File: config.mk
export PLATFORM = sky130hd
export DESIGN_NAME = sckp_port
export DESIGN_NICKNAME = d
export VERILOG_FILES = /design/src/rtl/sckp_pkg.sv /design/src/rtl/sckp_sync.sv /design/src/rtl/sckp_regs.sv /design/src/rtl/sckp_shifter.sv /design/src/rtl/sckp_port.sv
export SDC_FILE = /design/constraint.sdc
export NUM_CORES = 1
export LEC_CHECK = 0
export ABC_AREA = 1
export BUFFER_PORTS_ARGS = -buffer_cell sky130_fd_sc_hd__buf_4
export CAP_MARGIN = 20
export CELL_PAD_IN_SITES_DETAIL_PLACEMENT = 1
export CELL_PAD_IN_SITES_GLOBAL_PLACEMENT = 1
export CORE_ASPECT_RATIO = 1.4
export CORE_MARGIN = 1
export CORE_UTILIZATION = 40
export CTS_CLUSTER_SIZE = 16
export DETAILED_ROUTE_END_ITERATION = 10
export GPL_ROUTABILITY_DRIVEN = 0
export PLACE_DENSITY_LB_ADDON = 0.1
export SLEW_MARGIN = 20
export SYNTH_ARGS = -nofsm -noshare
export SYNTH_HDL_FRONTEND = slang
export SYNTH_SLANG_ARGS = --single-unit
export TNS_END_PERCENT = 10
File: constraint.sdc
create_clock -name clk -period 1.7 [get_ports clk]
set_input_delay 0.34 -clock clk [delete_from_list [all_inputs] [get_ports clk]]
set_output_delay 0.34 -clock clk [all_outputs]
set_load 0.02 [all_outputs]
File: src/rtl/sckp_pkg.sv
package sckp_pkg;

   typedef enum logic [2:0] {
      SEL_OFS  = 3'b000,
      SEL_GAIN = 3'b001,
      SEL_CFG  = 3'b010,
      SEL_DATA = 3'b011,
      SEL_GRP  = 3'b100,
      SEL_RV5  = 3'b101,
      SEL_RV6  = 3'b110,
      SEL_RV7  = 3'b111
   } sel_e;

   typedef enum logic [1:0] {
      ST_CMD,
      ST_XFER,
      ST_FLAG
   } st_e;

   localparam int CMD_W    = 8;
   localparam int CMD_RD   = 7;
   localparam int SEL_MSB  = 6;
   localparam int SEL_LSB  = 4;
   localparam int CMD_PS   = 0;
   localparam int CFG_CONT = 0;
   localparam int CFG_FLAG = 1;

   function automatic logic sel_reserved(input sel_e s);
      return (s == SEL_RV5) || (s == SEL_RV6) || (s == SEL_RV7);
   endfunction

endpackage

File: src/rtl/sckp_sync.sv
module sckp_sync #(
   parameter int               WIDTH   = 3,
   parameter int               STAGES  = 2,
   parameter logic [WIDTH-1:0] RST_VAL = '0
) (
   input  logic             clk,
   input  logic             rst_n,
   input  logic [WIDTH-1:0] d_in,
   output logic [WIDTH-1:0] d_out
);

   generate
      if (STAGES < 0 || STAGES > 4) begin : g_bad
         $error("sckp_sync: STAGES must lie in 0..4");
      end
      if (STAGES == 0) begin : g_pass
         assign d_out = d_in;
      end else begin : g_chain
         logic [WIDTH-1:0] stg [STAGES];
         always_ff @(posedge clk or negedge rst_n) begin
            if (!rst_n) begin
               for (int i = 0; i < STAGES; i++) stg[i] <= RST_VAL;
            end else begin
               stg[0] <= d_in;
               for (int i = 1; i < STAGES; i++) stg[i] <= stg[i-1];
            end
         end
         assign d_out = stg[STAGES-1];
      end
   endgenerate

endmodule

File: src/rtl/sckp_regs.sv
module sckp_regs
   import sckp_pkg::*;
#(
   parameter int REG_W     = 24,
   parameter int GAIN_FRAC = 22
) (
   input  logic                 clk,
   input  logic                 rst_n,
   input  logic                 wr_en,
   input  sel_e                 wr_sel,
   input  logic [3*REG_W-1:0]   wr_data,
   input  logic                 rd_data_done,
   input  logic                 ps_we,
   input  logic                 ps_val,
   input  logic [REG_W-1:0]     res_data,
   input  logic                 res_valid,
   input  sel_e                 ld_sel,
   output logic [3*REG_W-1:0]   ld_word,
   output logic                 flag_req,
   output logic [REG_W-1:0]     offset_q,
   output logic [REG_W-1:0]     gain_q,
   output logic [REG_W-1:0]     cfg_q,
   output logic                 pwr_save
);

   localparam int GRP_W = 3 * REG_W;
   localparam logic [REG_W-1:0] GAIN_ONE = REG_W'(1) << GAIN_FRAC;
   localparam logic [REG_W-1:0] CFG_WMASK = ~(REG_W'(1) << CFG_FLAG);
   localparam logic [2*REG_W-1:0] PAD = '0;

   logic [REG_W-1:0] ofs_r, gain_r, cfg_r, data_r, cfg_view;
   logic             data_flag, ps_r;

   assign cfg_view = cfg_r | (REG_W'(data_flag) << CFG_FLAG);

   always_ff @(posedge clk or negedge rst_n) begin
      if (!rst_n) begin
         ofs_r  <= '0;
         gain_r <= GAIN_ONE;
         cfg_r  <= '0;
      end else if (wr_en) begin
         case (wr_sel)
            SEL_OFS:  ofs_r  <= wr_data[REG_W-1:0];
            SEL_GAIN: gain_r <= wr_data[REG_W-1:0];
            SEL_CFG:  cfg_r  <= wr_data[REG_W-1:0] & CFG_WMASK;
            SEL_GRP: begin
               ofs_r  <= wr_data[GRP_W-1 -: REG_W];
               gain_r <= wr_data[2*REG_W-1 -: REG_W];
               cfg_r  <= wr_data[REG_W-1:0] & CFG_WMASK;
            end
            default: ;
         endcase
      end
   end

   always_ff @(posedge clk or negedge rst_n) begin
      if (!rst_n) begin
         data_r    <= '0;
         data_flag <= 1'b0;
      end else begin
         if (res_valid) data_r <= res_data;
         if (res_valid)         data_flag <= 1'b1;
         else if (rd_data_done) data_flag <= 1'b0;
      end
   end

   always_ff @(posedge clk or negedge rst_n) begin
      if (!rst_n)     ps_r <= 1'b0;
      else if (ps_we) ps_r <= ps_val;
   end

   always_comb begin
      case (ld_sel)
         SEL_OFS:  ld_word = {ofs_r, PAD};
         SEL_GAIN: ld_word = {gain_r, PAD};
         SEL_CFG:  ld_word = {cfg_view, PAD};
         SEL_DATA: ld_word = {data_r, PAD};
         SEL_GRP:  ld_word = {ofs_r, gain_r, cfg_view};
         default:  ld_word = '0;
      endcase
   end

   assign flag_req = cfg_r[CFG_CONT] & data_flag;
   assign offset_q = ofs_r;
   assign gain_q   = gain_r;
   assign cfg_q    = cfg_view;
   assign pwr_save = ps_r;


   wr_rsv_chk: assert property (@(posedge clk) disable iff (!rst_n)
      wr_en |-> !sel_reserved(wr_sel));


   wr_ro_chk: assert property (@(posedge clk) disable iff (!rst_n)
      wr_en |-> (wr_sel != SEL_DATA));


   ofs_hold_chk: assert property (@(posedge clk) disable iff (!rst_n)
      !wr_en |=> $stable(ofs_r));


   flag_keep_chk: assert property (@(posedge clk) disable iff (!rst_n)
      (data_flag && !rd_data_done) |=> data_flag);

endmodule

File: src/rtl/sckp_shifter.sv
module sckp_shifter
   import sckp_pkg::*;
#(
   parameter int REG_W     = 24,
   parameter int FLAG_CLKS = 8
) (
   input  logic                 clk,
   input  logic                 rst_n,
   input  logic                 sclk_s,
   input  logic                 cs_n_s,
   input  logic                 sdi_s,
   input  logic                 flag_req,
   input  logic [3*REG_W-1:0]   ld_word,
   output sel_e                 ld_sel,
   output logic                 wr_en,
   output sel_e                 wr_sel,
   output logic [3*REG_W-1:0]   wr_data,
   output logic                 rd_data_done,
   output logic                 ps_we,
   output logic                 ps_val,
   output logic                 sdo,
   output logic                 sdo_oe
);

   localparam int GRP_W   = 3 * REG_W;
   localparam int CNT_MAX = (GRP_W > FLAG_CLKS) ? GRP_W : FLAG_CLKS;
   localparam int CNT_W   = $clog2(CNT_MAX);
   localparam logic [CNT_W-1:0] CMD_LAST  = CNT_W'(CMD_W - 1);
   localparam logic [CNT_W-1:0] FLAG_LAST = CNT_W'(FLAG_CLKS - 1);
   localparam logic [CNT_W-1:0] ONE_LAST  = CNT_W'(REG_W - 1);
   localparam logic [CNT_W-1:0] GRP_LAST  = CNT_W'(GRP_W - 1);

   st_e              state;
   logic [CNT_W-1:0] cnt, last_idx;
   logic [CMD_W-2:0] cmd_sr;
   logic [CMD_W-1:0] cmd_byte;
   logic [GRP_W-1:0] tx;
   logic [GRP_W-2:0] rx;
   logic             sclk_d, rise, fall, last, xf_rd, xf_grp, sdo_r;
   sel_e             xf_sel, cmd_sel;

   assign rise     = sclk_s & ~sclk_d & ~cs_n_s;
   assign fall     = ~sclk_s & sclk_d & ~cs_n_s;
   assign cmd_byte = {cmd_sr, sdi_s};
   assign cmd_sel  = sel_e'(cmd_byte[SEL_MSB:SEL_LSB]);
   assign last_idx = xf_grp ? GRP_LAST : ONE_LAST;
   assign last     = (cnt == last_idx);
   assign ld_sel   = (state == ST_FLAG) ? SEL_DATA : cmd_sel;

   assign wr_en        = rise && (state == ST_XFER) && last && !xf_rd && (xf_sel != SEL_DATA);
   assign wr_sel       = xf_sel;
   assign wr_data      = {rx, sdi_s};
   assign rd_data_done = rise && (state == ST_XFER) && last && xf_rd && (xf_sel == SEL_DATA);
   assign ps_we        = rise && (state == ST_CMD) && (cnt == CMD_LAST) && !sel_reserved(cmd_sel);
   assign ps_val       = cmd_byte[CMD_PS];
   assign sdo          = sdo_r;
   assign sdo_oe       = ~cs_n_s;

   always_ff @(posedge clk or negedge rst_n) begin
      if (!rst_n) begin
         sclk_d <= 1'b0;
         state  <= ST_CMD;
         cnt    <= '0;
         cmd_sr <= '0;
         tx     <= '0;
         rx     <= '0;
         xf_rd  <= 1'b0;
         xf_grp <= 1'b0;
         xf_sel <= SEL_OFS;
         sdo_r  <= 1'b1;
      end else begin
         sclk_d <= sclk_s;
         if (cs_n_s) begin
            state <= ST_CMD;
            cnt   <= '0;
            sdo_r <= 1'b1;
         end else begin
            case (state)
               ST_CMD: begin
                  if (rise) begin
                     cmd_sr <= cmd_byte[CMD_W-2:0];
                     if (cnt == CMD_LAST) begin
                        cnt <= '0;
                        if (!sel_reserved(cmd_sel)) begin
                           state  <= ST_XFER;
                           xf_rd  <= cmd_byte[CMD_RD];
                           xf_sel <= cmd_sel;
                           xf_grp <= (cmd_sel == SEL_GRP);
                           tx     <= ld_word;
                        end
                     end else begin
                        cnt <= cnt + 1'b1;
                     end
                  end else if (fall) begin
                     sdo_r <= 1'b1;
                  end else if ((cnt == '0) && flag_req) begin
                     state <= ST_FLAG;
                     sdo_r <= 1'b0;
                  end
               end
               ST_FLAG: begin
                  if (rise) begin
                     if (cnt == FLAG_LAST) begin
                        cnt    <= '0;
                        state  <= ST_XFER;
                        xf_rd  <= 1'b1;
                        xf_sel <= SEL_DATA;
                        xf_grp <= 1'b0;
                        tx     <= ld_word;
                     end else begin
                        cnt <= cnt + 1'b1;
                     end
                  end else if (fall) begin
                     sdo_r <= 1'b0;
                  end
               end
               ST_XFER: begin
                  if (rise) begin
                     rx <= {rx[GRP_W-3:0], sdi_s};
                     if (last) begin
                        state <= ST_CMD;
                        cnt   <= '0;
                     end else begin
                        cnt <= cnt + 1'b1;
                     end
                  end else if (fall && xf_rd) begin
                     sdo_r <= tx[GRP_W-1];
                     tx    <= tx << 1;
                  end
               end
               default: state <= ST_CMD;
            endcase
         end
      end
   end


   cs_idle_chk: assert property (@(posedge clk) disable iff (!rst_n)
      cs_n_s |=> ((cnt == '0) && (state == ST_CMD) && sdo_r));


   flag_low_chk: assert property (@(posedge clk) disable iff (!rst_n)
      (state == ST_FLAG) |-> !sdo);


   cnt_bound_chk: assert property (@(posedge clk) disable iff (!rst_n)
      (state == ST_XFER) |-> (cnt <= GRP_LAST));

endmodule

File: src/rtl/sckp_port.sv
module sckp_port
   import sckp_pkg::*;
#(
   parameter int REG_W       = 24,
   parameter int GAIN_FRAC   = 22,
   parameter int SYNC_STAGES = 2,
   parameter int FLAG_CLKS   = 8
) (
   input  logic             clk,
   input  logic             rst_n,
   input  logic             cs_n,
   input  logic             sclk,
   input  logic             sdi,
   output logic             sdo,
   output logic             sdo_oe,
   input  logic [REG_W-1:0] res_data,
   input  logic             res_valid,
   output logic [REG_W-1:0] offset_q,
   output logic [REG_W-1:0] gain_q,
   output logic [REG_W-1:0] cfg_q,
   output logic             pwr_save
);

   localparam int GRP_W = 3 * REG_W;

   generate
      if (REG_W < 8) begin : g_bad_w
         $error("sckp_port: REG_W must be at least 8");
      end
      if (GAIN_FRAC >= REG_W) begin : g_bad_g
         $error("sckp_port: GAIN_FRAC must be below REG_W");
      end
      if (FLAG_CLKS < 1) begin : g_bad_f
         $error("sckp_port: FLAG_CLKS must be positive");
      end
   endgenerate

   logic [2:0]       pin_s;
   logic             flag_req, wr_en, rd_data_done, ps_we, ps_val;
   logic [GRP_W-1:0] ld_word, wr_data;
   sel_e             ld_sel, wr_sel;

   sckp_sync #(
      .WIDTH   (3),
      .STAGES  (SYNC_STAGES),
      .RST_VAL (3'b100)
   ) u_sync (
      .clk   (clk),
      .rst_n (rst_n),
      .d_in  ({cs_n, sclk, sdi}),
      .d_out (pin_s)
   );

   sckp_shifter #(
      .REG_W     (REG_W),
      .FLAG_CLKS (FLAG_CLKS)
   ) u_shift (
      .clk          (clk),
      .rst_n        (rst_n),
      .sclk_s       (pin_s[1]),
      .cs_n_s       (pin_s[2]),
      .sdi_s        (pin_s[0]),
      .flag_req     (flag_req),
      .ld_word      (ld_word),
      .ld_sel       (ld_sel),
      .wr_en        (wr_en),
      .wr_sel       (wr_sel),
      .wr_data      (wr_data),
      .rd_data_done (rd_data_done),
      .ps_we        (ps_we),
      .ps_val       (ps_val),
      .sdo          (sdo),
      .sdo_oe       (sdo_oe)
   );

   sckp_regs #(
      .REG_W     (REG_W),
      .GAIN_FRAC (GAIN_FRAC)
   ) u_regs (
      .clk          (clk),
      .rst_n        (rst_n),
      .wr_en        (wr_en),
      .wr_sel       (wr_sel),
      .wr_data      (wr_data),
      .rd_data_done (rd_data_done),
      .ps_we        (ps_we),
      .ps_val       (ps_val),
      .res_data     (res_data),
      .res_valid    (res_valid),
      .ld_sel       (ld_sel),
      .ld_word      (ld_word),
      .flag_req     (flag_req),
      .offset_q     (offset_q),
      .gain_q       (gain_q),
      .cfg_q        (cfg_q),
      .pwr_save     (pwr_save)
   );

endmodule

==> flow_summary_export.csv, run 1 <==
group,metric,value,unit
placement,dpl.hpwl,32.7,mm
yosys,synthesis.nets,1772,
global_routing,grt_use_total,29.5,%
detailed_routing,post_drt_wl_per_cell,21.1,um
detailed_routing,drt_iter0_drc,806,
flow_run,drv_cap,0,
setup_path,path_buf_inv,6,
setup_path,reg2reg_depth,13,
final_layout,multi_input_area,5820,sq um
setup_path,path_class,"reg -> reg",
yosys,synth-main-ff-cell,"dfrtp_1",
min_path,min_path_cells,3,
global_routing,grt_overflow,0,
pwr,pwr-share-clk,26.7,%
cts,clk_latency,0.56,ns
pwr,p_per_area,1360,nW/um^2
setup_path,r2r_slack,-0.29,ns
yosys,synth_edf_count,0,
global_routing,grt_max_degree,124,
yosys,synth_cell_types,37,
final_layout,diodes,0,
pwr,p_sw,8870,uW
sta,hold_viol,0,
setup_path,path_cells,"inv_2 -> ha_4 -> inv_6 -> nor2_4 -> nand2_4 -> nand3b_4 -> nor2_4 -> buf_12 -> buf_12 -> buf_12 -> buf_8 -> a21oi_1 -> nor2_1",
pwr,vdd_drop_max,0.961,mV
yosys,ys.warnings.count,0,
run_status,violations,"negative setup slack",
setup_path,cpMostUsedCell,"buf_12",
final_layout,regArea,6740,sq um
yosys,ys_seq_area_share,51.0,%
die,die_height,217,um
die,floorplan.die_area,33800,sq um
cts,cts_max_path_buffers,3,
sta,tightestPinTransition,0.449,ns
yosys,ys_ff_latch,269,
die,start_util,40.6,%
setup_path,slowest_delay,0.46,ns
setup_path,cp_num_cells,13,
detailed_routing,vias,12800,
cts,root_buffer,"clkbuf_16",
cts,tritoncts,"yes",
setup_path,cp-start-kind,"register",
die,ios,105,
min_path,hp-class,"in -> reg",
min_path,min_to,"u_regs.data_r[10]",
setup_path,critPathTopFamily,"buffers and inverters",
pwr,swShare,36.9,%
final_layout,final_nets,1995,
pwr,p_leak,0.00872,uW
yosys,async_flop_share,100,%
cts,clk_pin_slew,0.07,ns
setup_path,rr_startpoint,"u_shift.state[1]",
setup_path,rr_endpoint,"u_shift.tx[59]",
setup_path,endpoint_kind,"register",
sta,finalCritPeriodShare,117,%
setup_path,cpMaxStageDelayCell,"dfrtp_2",
sta,finalMaxSlewViolations,0,
sta,worst_slack,-0.291,ns
yosys,synthesis.area,13200,sq um
pwr,power_frac_seq,30.6,%
yosys,syn_inst,1735,
sta,tns,-33.59,ns
placement,place.port_buffers,104,
sta,max_freq,502,MHz
yosys,avgSynthCellArea,7.61,sq um
setup_path,crit_arrival,2.44,ns
placement,pre_cts_ws,-0.252,ns
pwr,combPwrFrac,42.7,%
final_layout,drive_gt1_share,22.5,%
sta,worst_clock_skew,0.0149,ns
final_layout,nFillCells,3944,
global_routing,first_global_vias,13300,
cts,cts.sinks,269,
detailed_routing,ant_nets,0,
die,core,32500,sq um
sta,slew_headroom,70.1,%
final_layout,syn_to_final_growth,33.7,%
global_routing,grt_pass1_wl,76.4,mm
min_path,min_from,"res_data[10]",
setup_path,required,2.15,ns
run_status,status,"complete, but fails checks",
detailed_routing,drt-total-wl,50.9,mm
sta,setup_viol,207,
detailed_routing,via_per_inst,5.29,
die,die_w,156,um
sta,grt_setup_unrepaired,"yes",
global_routing,antenna_found_initial,0,
die,rows,78,
cts,htree_levels,1,
detailed_routing,drc,0,
sta,period_minus_slack,1.99,ns
detailed_routing,dr.pass1.iters,5,
setup_path,worstPathMaxFanout,8,
pwr,p_int,15200,uW
cts,cts_made_buffers,29,
## power by group through the flow
stage | Clock, uW | Combinational, uW | Sequential [uW]
4_1_cts | 6540 | 8860 | 7320
2_1_floorplan | 0 | 3870 | 7330
5_1_grt | 6760 | 10800 | 7410
3_5_place_dp | 0 | 7180 | 7420
6_report | 6420 | 10300 | 7360
3_3_place_gp | 0 | 7080 | 7400
## state kept, by name (all words and copies together), names as in the netlist, 2 cells and up
signal              count
u_regs.cfg_r           23
u_shift.rx             71
u_regs.gain_q          24
u_shift.cmd_sr          7
u_shift.cnt             7
u_sync.g_chain.stg      3
u_sync.d_out            3
u_shift.tx             72
u_regs.offset_q        24
u_shift.state           2
u_shift.wr_sel          3
u_regs.data_r          24
## how the worst max path moves through the flow
stage | slack, ns | start | to
after global routing | -0.34 | u_shift.state[1] | u_shift.tx[58]
after floorplan | -0.08 | u_shift.state[1] | u_shift.tx[38]
after detailed placement | -0.25 | u_shift.state[0] | u_shift.tx[36]
final | -0.29 | u_shift.state[1] | u_shift.tx[59]
after global placement | -0.20 | u_shift.state[1] | u_shift.tx[51]
after CTS | -0.24 | u_shift.state[1] | u_shift.tx[40]
## repair_timing
item / CTS / global route
pin swaps: 24 / 20
hold buffers: 23 / 0
buffers inserted: 23 / 8
cloned: 4 / 10
resized for setup: 80 / 80
endpoints found under the hold margin: 230 / 0
endpoints found under the setup margin: 226 / 231
## stage by stage
stage / hold slack [ns] / cell area [sq um] / total power [uW] / utilization [%] / std cells
after floorplan: 0.0444 / 13200 / 11200 / - / 1735
after global placement: 0.198 / 15400 / 14500 / 47.3 / 2301
after detailed placement: 0.198 / 15400 / 14600 / 47.3 / 2301
after CTS: 0.000557 / 17100 / 22700 / 52.6 / 2401
after global routing: 0.0127 / 17700 / 24900 / 54.3 / 2419
final: 0.0179 / 17700 / 24000 / 54.3 / 2419
## cell usage after synthesis, drive strengths merged, types with 4 or more instances
cell type | count | area [sq um]
dfstp | 4 | 105
o21ai | 171 | 871
nor2 | 203 | 820
nand4 | 52 | 325
ha | 7 | 87.6
nand3 | 119 | 651
dfrtp | 265 | 6630
inv | 128 | 483
buf | 61 | 418
nand2 | 645 | 2440
clkbuf | 42 | 158
a21oi | 26 | 130
## per-layer routing
metal  global-route usage, %  part of all wire, %  vias up
li1                        -                    -     5955
met1                    37.1                   41     6394
met2                    50.7                   49      343
met3                    2.87                  4.3      114
met4                    14.2                  4.9        0
met5                       0                    0        -
## cell type report
type	instances	share of cell area (%)
Sequential cell	269	38.2
Multi-Input combinational cell	1235	33.0
Tap cell	440	3.12
Timing Repair Buffer	294	17.5
Inverter	129	2.84
Clock buffer	41	4.76
Clock inverter	11	0.610
## placed cells by master (no fill, tap or decap), types with 26 or more instances in the layout
cell,instances
nand2_2,26
buf_4,192
buf_12,35
nand2_1,612
o21ai_1,50
nand4_1,52
nor2_1,181
inv_1,112
dfrtp_1,261
o21ai_0,116
nand3_1,93
clkbuf_16,36
## tightest hold or removal path, stage by stage
cell     delay (ns)
buf_4          0.08
nand2_1        0.06
nand2_1        0.07
## logic make-up (layout without fill, tap and decap cells)
kind of cell | count (synthesis) | count (layout) | synth area share, %
AO/OA/AOI/OAI | 200 | 200 | 7.75
XOR/XNOR | 2 | 2 | 0.133
adder cells (fa/ha/maj) | 7 | 7 | 0.663
buffers and inverters | 232 | 475 | 8.05
flip-flops | 269 | 269 | 51.0
AND/OR/NAND/NOR | 1025 | 1026 | 32.4
Power figures use the tool's default switching activity.
==> inputs of run 2 (changes only) <==
CORE_MARGIN = 2   (was 1)
==> flow_summary_export.csv, run 2 (same netlist as run 1, synthesis figures left out) <==
group,metric,value,unit
die,core,32500,sq um
setup_path,r2r_slack,-0.21,ns
cts,tritoncts,"yes",
sta,finalMaxSlewViolations,0,
die,die_height,219,um
final_layout,regMostFlops,"u_shift.tx",
global_routing,grt_max_degree,111,
setup_path,cp-start-kind,"register",
setup_path,rr_startpoint,"u_shift.state[0]",
setup_path,cp_num_cells,14,
final_layout,final_area,17700,sq um
cts,cts_max_path_buffers,3,
sta,setup_viol,161,
sta,slew_headroom,69.3,%
sta,tightestPinTransition,0.459,ns
cts,cts.sinks,269,
global_routing,first_global_vias,12800,
placement,place.port_buffers,104,
detailed_routing,vias,12600,
detailed_routing,drt_iter0_drc,782,
pwr,p_per_area,1370,nW/um^2
final_layout,final_cells,2398,
cts,clk_latency,0.58,ns
global_routing,antenna_found_initial,0,
setup_path,reg2reg_depth,14,
setup_path,rr_endpoint,"u_shift.tx[49]",
detailed_routing,dr.max_layer_used,"met4",
sta,period_minus_slack,1.91,ns
run_status,status,"complete, but fails checks",
final_layout,finish.utilization,54.3,%
placement,dpl-instance-area,15300,sq um
placement,place_inst,2288,
final_layout,final_nets,1974,
final_layout,largestRegisters,"u_shift.tx: 72 flops, u_shift.rx: 71 flops",
cts,htree_levels,1,
sta,hold_ws,0.00860,ns
detailed_routing,drc,0,
sta,worst_clock_skew,0.0220,ns
final_layout,regArea,6750,sq um
final_layout,drive_gt1_share,23.7,%
global_routing,grt_use_total,28.0,%
sta,hold_viol,0,
setup_path,critPathTopFamily,"simple AND/OR/NAND/NOR gates",
die,die_w,158,um
setup_path,path_buf_inv,5,
setup_path,slowest_delay,0.37,ns
die,floorplan.die_area,34500,sq um
final_layout,final_cell_mix,"nand2_1 (562), dfrtp_1 (257), nor2_1 (182)",
die,rows,78,
detailed_routing,drt-total-wl,49.6,mm
final_layout,largest_reg_flops,72,
sta,worst_slack,-0.213,ns
setup_path,worstPathMaxFanout,6,
sta,grt_setup_unrepaired,"yes",
cts,clk_pin_slew,0.07,ns
final_layout,multi_input_area,5880,sq um
detailed_routing,dr.pass1.iters,5,
final_layout,diodes,0,
die,ios,105,
pwr,vdd_drop_max,0.853,mV
die,start_util,40.6,%
detailed_routing,route.met2.wl,24.4,mm
detailed_routing,via_per_inst,5.27,
setup_path,path_class,"reg -> reg",
run_status,violations,"negative setup slack",
detailed_routing,ant_nets,0,
cts,cts_made_buffers,28,
final_layout,nFillCells,3860,
detailed_routing,wl_met1,21.1,mm
setup_path,cpMostUsedCell,"nor2_1",
final_layout,mostFrequentLayoutCell,"nand2_1",
detailed_routing,post_drt_wl_per_cell,20.7,um
global_routing,grt_pass1_wl,73.7,mm
min_path,min_path_cells,3,
placement,dpl.hpwl,32.3,mm
global_routing,grt_overflow,0,
detailed_routing,wl_met3,1.64,mm
setup_path,cpMaxStageDelayCell,"dfrtp_1",
pwr,p_leak,0.00867,uW
sta,max_freq,523,MHz
setup_path,crit_arrival,2.41,ns
flow_run,drv_cap,0,
setup_path,endpoint_kind,"register",
placement,pre_cts_ws,-0.300,ns
min_path,hp-class,"in -> reg",
setup_path,required,2.20,ns
sta,finalCritPeriodShare,113,%
final_layout,syn_to_final_growth,33.7,%
min_path,min_to,"u_regs.data_r[16]",
setup_path,path_cells,"inv_2 -> ha_4 -> buf_6 -> nor2_4 -> inv_2 -> nor2_4 -> buf_6 -> clkbuf_16 -> nand2_1 -> nand2_2 -> nor2_1 -> nor2_1 -> nor2_1 -> nor2_1",
min_path,min_from,"res_data[16]",
cts,root_buffer,"clkbuf_16",
[run 2: cell types whose count changed in the layout (fill, tap and decap cells not counted), sizes merged]
cell         before  now
clkinv            9    8
bufinv            2    4
nand2           646  645
dlygate4sd3      23   26
clkbuf           48   49
bufbuf            0    1
buf             264  238
[run 2: metrics by stage]
| stage | total power (uW) | setup TNS, ns |
|---|---|---|
| 2_1_floorplan | 11200 | -4.37 |
| 3_3_place_gp | 14300 | -20.77 |
| 3_5_place_dp | 14400 | -35.85 |
| 4_1_cts | 22600 | -16.19 |
| 5_1_grt | 25000 | -37.98 |
| 6_report | 24200 | -22.18 |
[run 2: cell type report]
type | instances | area share (%)
timing repair buffer | 275 | 17.0
tap | 440 | 3.12
inverter | 129 | 2.81
multi-input combinational | 1234 | 33.3
sequential | 269 | 38.2
clock buffer | 39 | 4.54
clock inverter | 12 | 0.985
[run 2: power by group]
group | internal [uW] | leakage, uW | switching [uW] | total [uW]
sequential | 6940 | 0.00361 | 443 | 7380
combinational | 4420 | 0.00457 | 5710 | 10100
clock | 3890 | 0.000481 | 2750 | 6640
total | 15300 | 0.00867 | 8900 | 24200
[run 2: what timing repair did]
action	CTS	global route
cloned	7	11
hold buffers	26	0
endpoints found under the hold margin	65	0
setup buffers	8	9
pin swaps	5	40
gates resized for setup	67	126
setup endpoints to repair	229	221
[run 2: worst max-delay path by stage]
stage | startpoint | to | slack [ns]
2_1_floorplan | u_shift.state[1] | u_shift.tx[38] | -0.08
3_3_place_gp | u_shift.state[1] | u_shift.tx[8] | -0.20
3_5_place_dp | u_shift.state[1] | u_shift.tx[8] | -0.30
4_1_cts | u_shift.state[1] | u_regs.cfg_r[13] | -0.17
5_1_grt | u_shift.state[1] | u_shift.tx[60] | -0.31
6_report | u_shift.state[0] | u_shift.tx[49] | -0.21
[run 2: per-layer routing]
metal / up-vias / GRT usage [%]
li1: 5905 / -
met1: 6315 / 36.4
met2: 302 / 47.8
met3: 119 / 2.47
met4: 0 / 11.5
met5: - / 0
[run 2: worst register-to-register path: cells and delay by family, from the launching register on]
family                     cells  cell delay [ns]
and+or+nand+nor                8             0.69
buffers and inverters          5             0.60
DFF                            1             0.37
adders and majority gates      1             0.18
==> inputs of run 3 (changes only) <==
CELL_PAD_IN_SITES_DETAIL_PLACEMENT = unset   (was 1)
CELL_PAD_IN_SITES_GLOBAL_PLACEMENT = unset   (was 1)
CORE_UTILIZATION = 45   (was 40)
PLACE_DENSITY = 0.65   (was unset)
PLACE_DENSITY_LB_ADDON = unset   (was 0.1)
TNS_END_PERCENT = unset   (was 10)
==> flow_summary_export.csv, run 3 (same netlist as run 1, synthesis figures left out) <==
group,metric,value,unit
pwr,swShare,35.4,%
sta,hold_ws,0.0130,ns
placement,place.port_buffers,104,
setup_path,startpoint,"u_shift.state[0]",
sta,hold_viol,0,
die,die_w,149,um
final_layout,syn_to_final_growth,35.7,%
setup_path,path_class,"reg -> reg",
pwr,p_sw,8530,uW
detailed_routing,ant_nets,0,
run_status,status,"complete, but fails checks",
global_routing,grt_overflow,0,
sta,worst_clock_skew,0.0223,ns
setup_path,worstPathMaxFanout,8,
pwr,combPwrFrac,41.7,%
detailed_routing,post_drt_wl_per_cell,18.6,um
cts,clk_latency,0.56,ns
sta,tightestPinTransition,0.502,ns
sta,setup_viol,150,
run_status,violations,"negative setup slack",
sta,period_minus_slack,1.88,ns
final_layout,largestRegisters,"u_shift.tx: 72 flops, u_shift.rx: 71 flops",
sta,tns,-12.52,ns
sta,grt_setup_unrepaired,"yes",
final_layout,diodes,0,
detailed_routing,vias,12600,
pwr,vdd_drop_max,0.883,mV
die,core,29100,sq um
cts,cts.sinks,269,
pwr,p_per_area,1350,nW/um^2
pwr,p_int,15600,uW
setup_path,endpoint,"u_shift.tx[25]",
detailed_routing,drc,0,
final_layout,drive_gt1_share,24.7,%
die,rows,74,
global_routing,grt_use_total,26.6,%
cts,htree_levels,1,
global_routing,grt_pass1_wl,64.5,mm
setup_path,cp-start-kind,"register",
final_layout,final_cell_mix,"nand2_1 (583), dfrtp_1 (263), buf_4 (166)",
final_layout,largest_reg_flops,72,
cts,clk_pin_slew,0.06,ns
pwr,power_frac_seq,30.5,%
detailed_routing,drt_iter0_drc,1102,
sta,slew_headroom,66.5,%
final_layout,finish.utilization,61.7,%
die,start_util,45.4,%
cts,tritoncts,"yes",
sta,finalMaxSlewViolations,0,
final_layout,mostFrequentLayoutCell,"nand2_1",
detailed_routing,dr.pass1.iters,6,
final_layout,final_cells,2337,
setup_path,endpoint_kind,"register",
final_layout,final_nets,1974,
pwr,power.total,24100,uW
cts,root_buffer,"clkbuf_16",
die,die_height,207,um
detailed_routing,via_per_inst,5.40,
die,ios,105,
detailed_routing,drt-total-wl,43.4,mm
final_layout,regMostFlops,"u_shift.tx",
sta,worst_slack,-0.180,ns
setup_path,r2r_slack,-0.18,ns
placement,dpl.hpwl,27.2,mm
min_path,hp-class,"in -> reg",
cts,cts_made_buffers,27,
pwr,p_leak,0.00885,uW
global_routing,first_global_vias,11900,
setup_path,reg2reg_depth,11,
setup_path,rr_endpoint,"u_shift.tx[25]",
flow_run,drv_cap,0,
sta,max_freq,532,MHz
global_routing,antenna_found_initial,0,
setup_path,required,2.18,ns
final_layout,nFillCells,2490,
placement,place_inst,2222,
setup_path,crit_arrival,2.36,ns
sta,finalCritPeriodShare,111,%
die,floorplan.die_area,30800,sq um
cts,cts_max_path_buffers,3,
setup_path,rr_startpoint,"u_shift.state[0]",
global_routing,grt_max_degree,65,
pwr,pwr-share-clk,27.8,%
[run 3: changes by cell type in the layout (fill, tap and decap cells not counted), moves of 13 or more]
cell	delta
buf_6	+13
nand2_1	+21
nand2_2	-28
nand3_1	-19
nand3_2	+19
nor2_1	-19
[run 3: per-layer routing]
| layer | GRT usage [%] | vias to the layer above | wire [um] |
|---|---|---|---|
| met2 | 44.3 | 559 | 21100 |
| met1 | 34.7 | 6012 | 16800 |
| met4 | 12.4 | 0 | 2350 |
| li1 | - | 5920 | - |
| met5 | 0 | - | 0 |
| met3 | 3.47 | 129 | 3100 |
[run 3: power by group through the flow]
stage	registers [uW]	clock network, uW	logic [uW]
floorplan	7330	0	3940
global placement	7390	0	6500
detailed placement	7390	0	6590
CTS	7320	6790	8550
global route	7410	7080	10600
finish	7360	6700	10100
[run 3: final cells by class]
| class | instances | area (sq um) | area share [%] |
|---|---|---|---|
| repair buffers | 276 | 3130 | 17.4 |
| multi-input cells | 1234 | 6050 | 33.8 |
| inverters | 129 | 527 | 2.94 |
| well taps | 380 | 475 | 2.65 |
| clock inverters | 11 | 218 | 1.21 |
| flip-flops and latches | 269 | 6740 | 37.6 |
| clock buffers | 38 | 787 | 4.39 |
[run 3: repair_timing]
action / in CTS / in global routing
hold buffers: 19 / 0
setup buffers: 16 / 8
endpoints found under the hold margin: 57 / 0
pin swaps: 11 / 75
endpoints found under the setup margin: 161 / 229
resized for setup: 90 / 173
cloned: 9 / 16
[run 3: how the worst min path moves through the flow]
| stage | startpoint | to | slack [ns] | cells after the start |
|---|---|---|---|---|
| after floorplan | rst_n | u_regs.cfg_r[0] | 0.04 | 0 |
| after global placement | rst_n | u_regs.gain_q[0] | 0.28 | 1 |
| after detailed placement | rst_n | u_regs.gain_q[0] | 0.27 | 1 |
| after CTS | res_data[19] | u_regs.data_r[19] | 0.004 | 3 |
| after global routing | res_data[21] | u_regs.data_r[21] | 0.0008 | 3 |
| final | res_data[11] | u_regs.data_r[11] | 0.01 | 3 |
[run 3: worst max-delay path, cell delays in order (launching register included)]
cell and delay [ns]:
dfrtp_1 0.42, buf_6 0.14, ha_4 0.17, inv_6 0.08
buf_6 0.11, nand4_1 0.18, clkinv_4 0.22, clkbuf_16 0.21
nand2_1 0.06, nand2_1 0.08, nand3_1 0.08, nand2_1 0.07
[run 3: stage by stage]
step | worst slack, ns | instance area, sq um
after floorplan | -0.0812 | 13300
after global placement | -0.209 | 15100
after detailed placement | -0.234 | 15100
after CTS | -0.0963 | 17000
after global routing | -0.229 | 17900
final | -0.180 | 17900
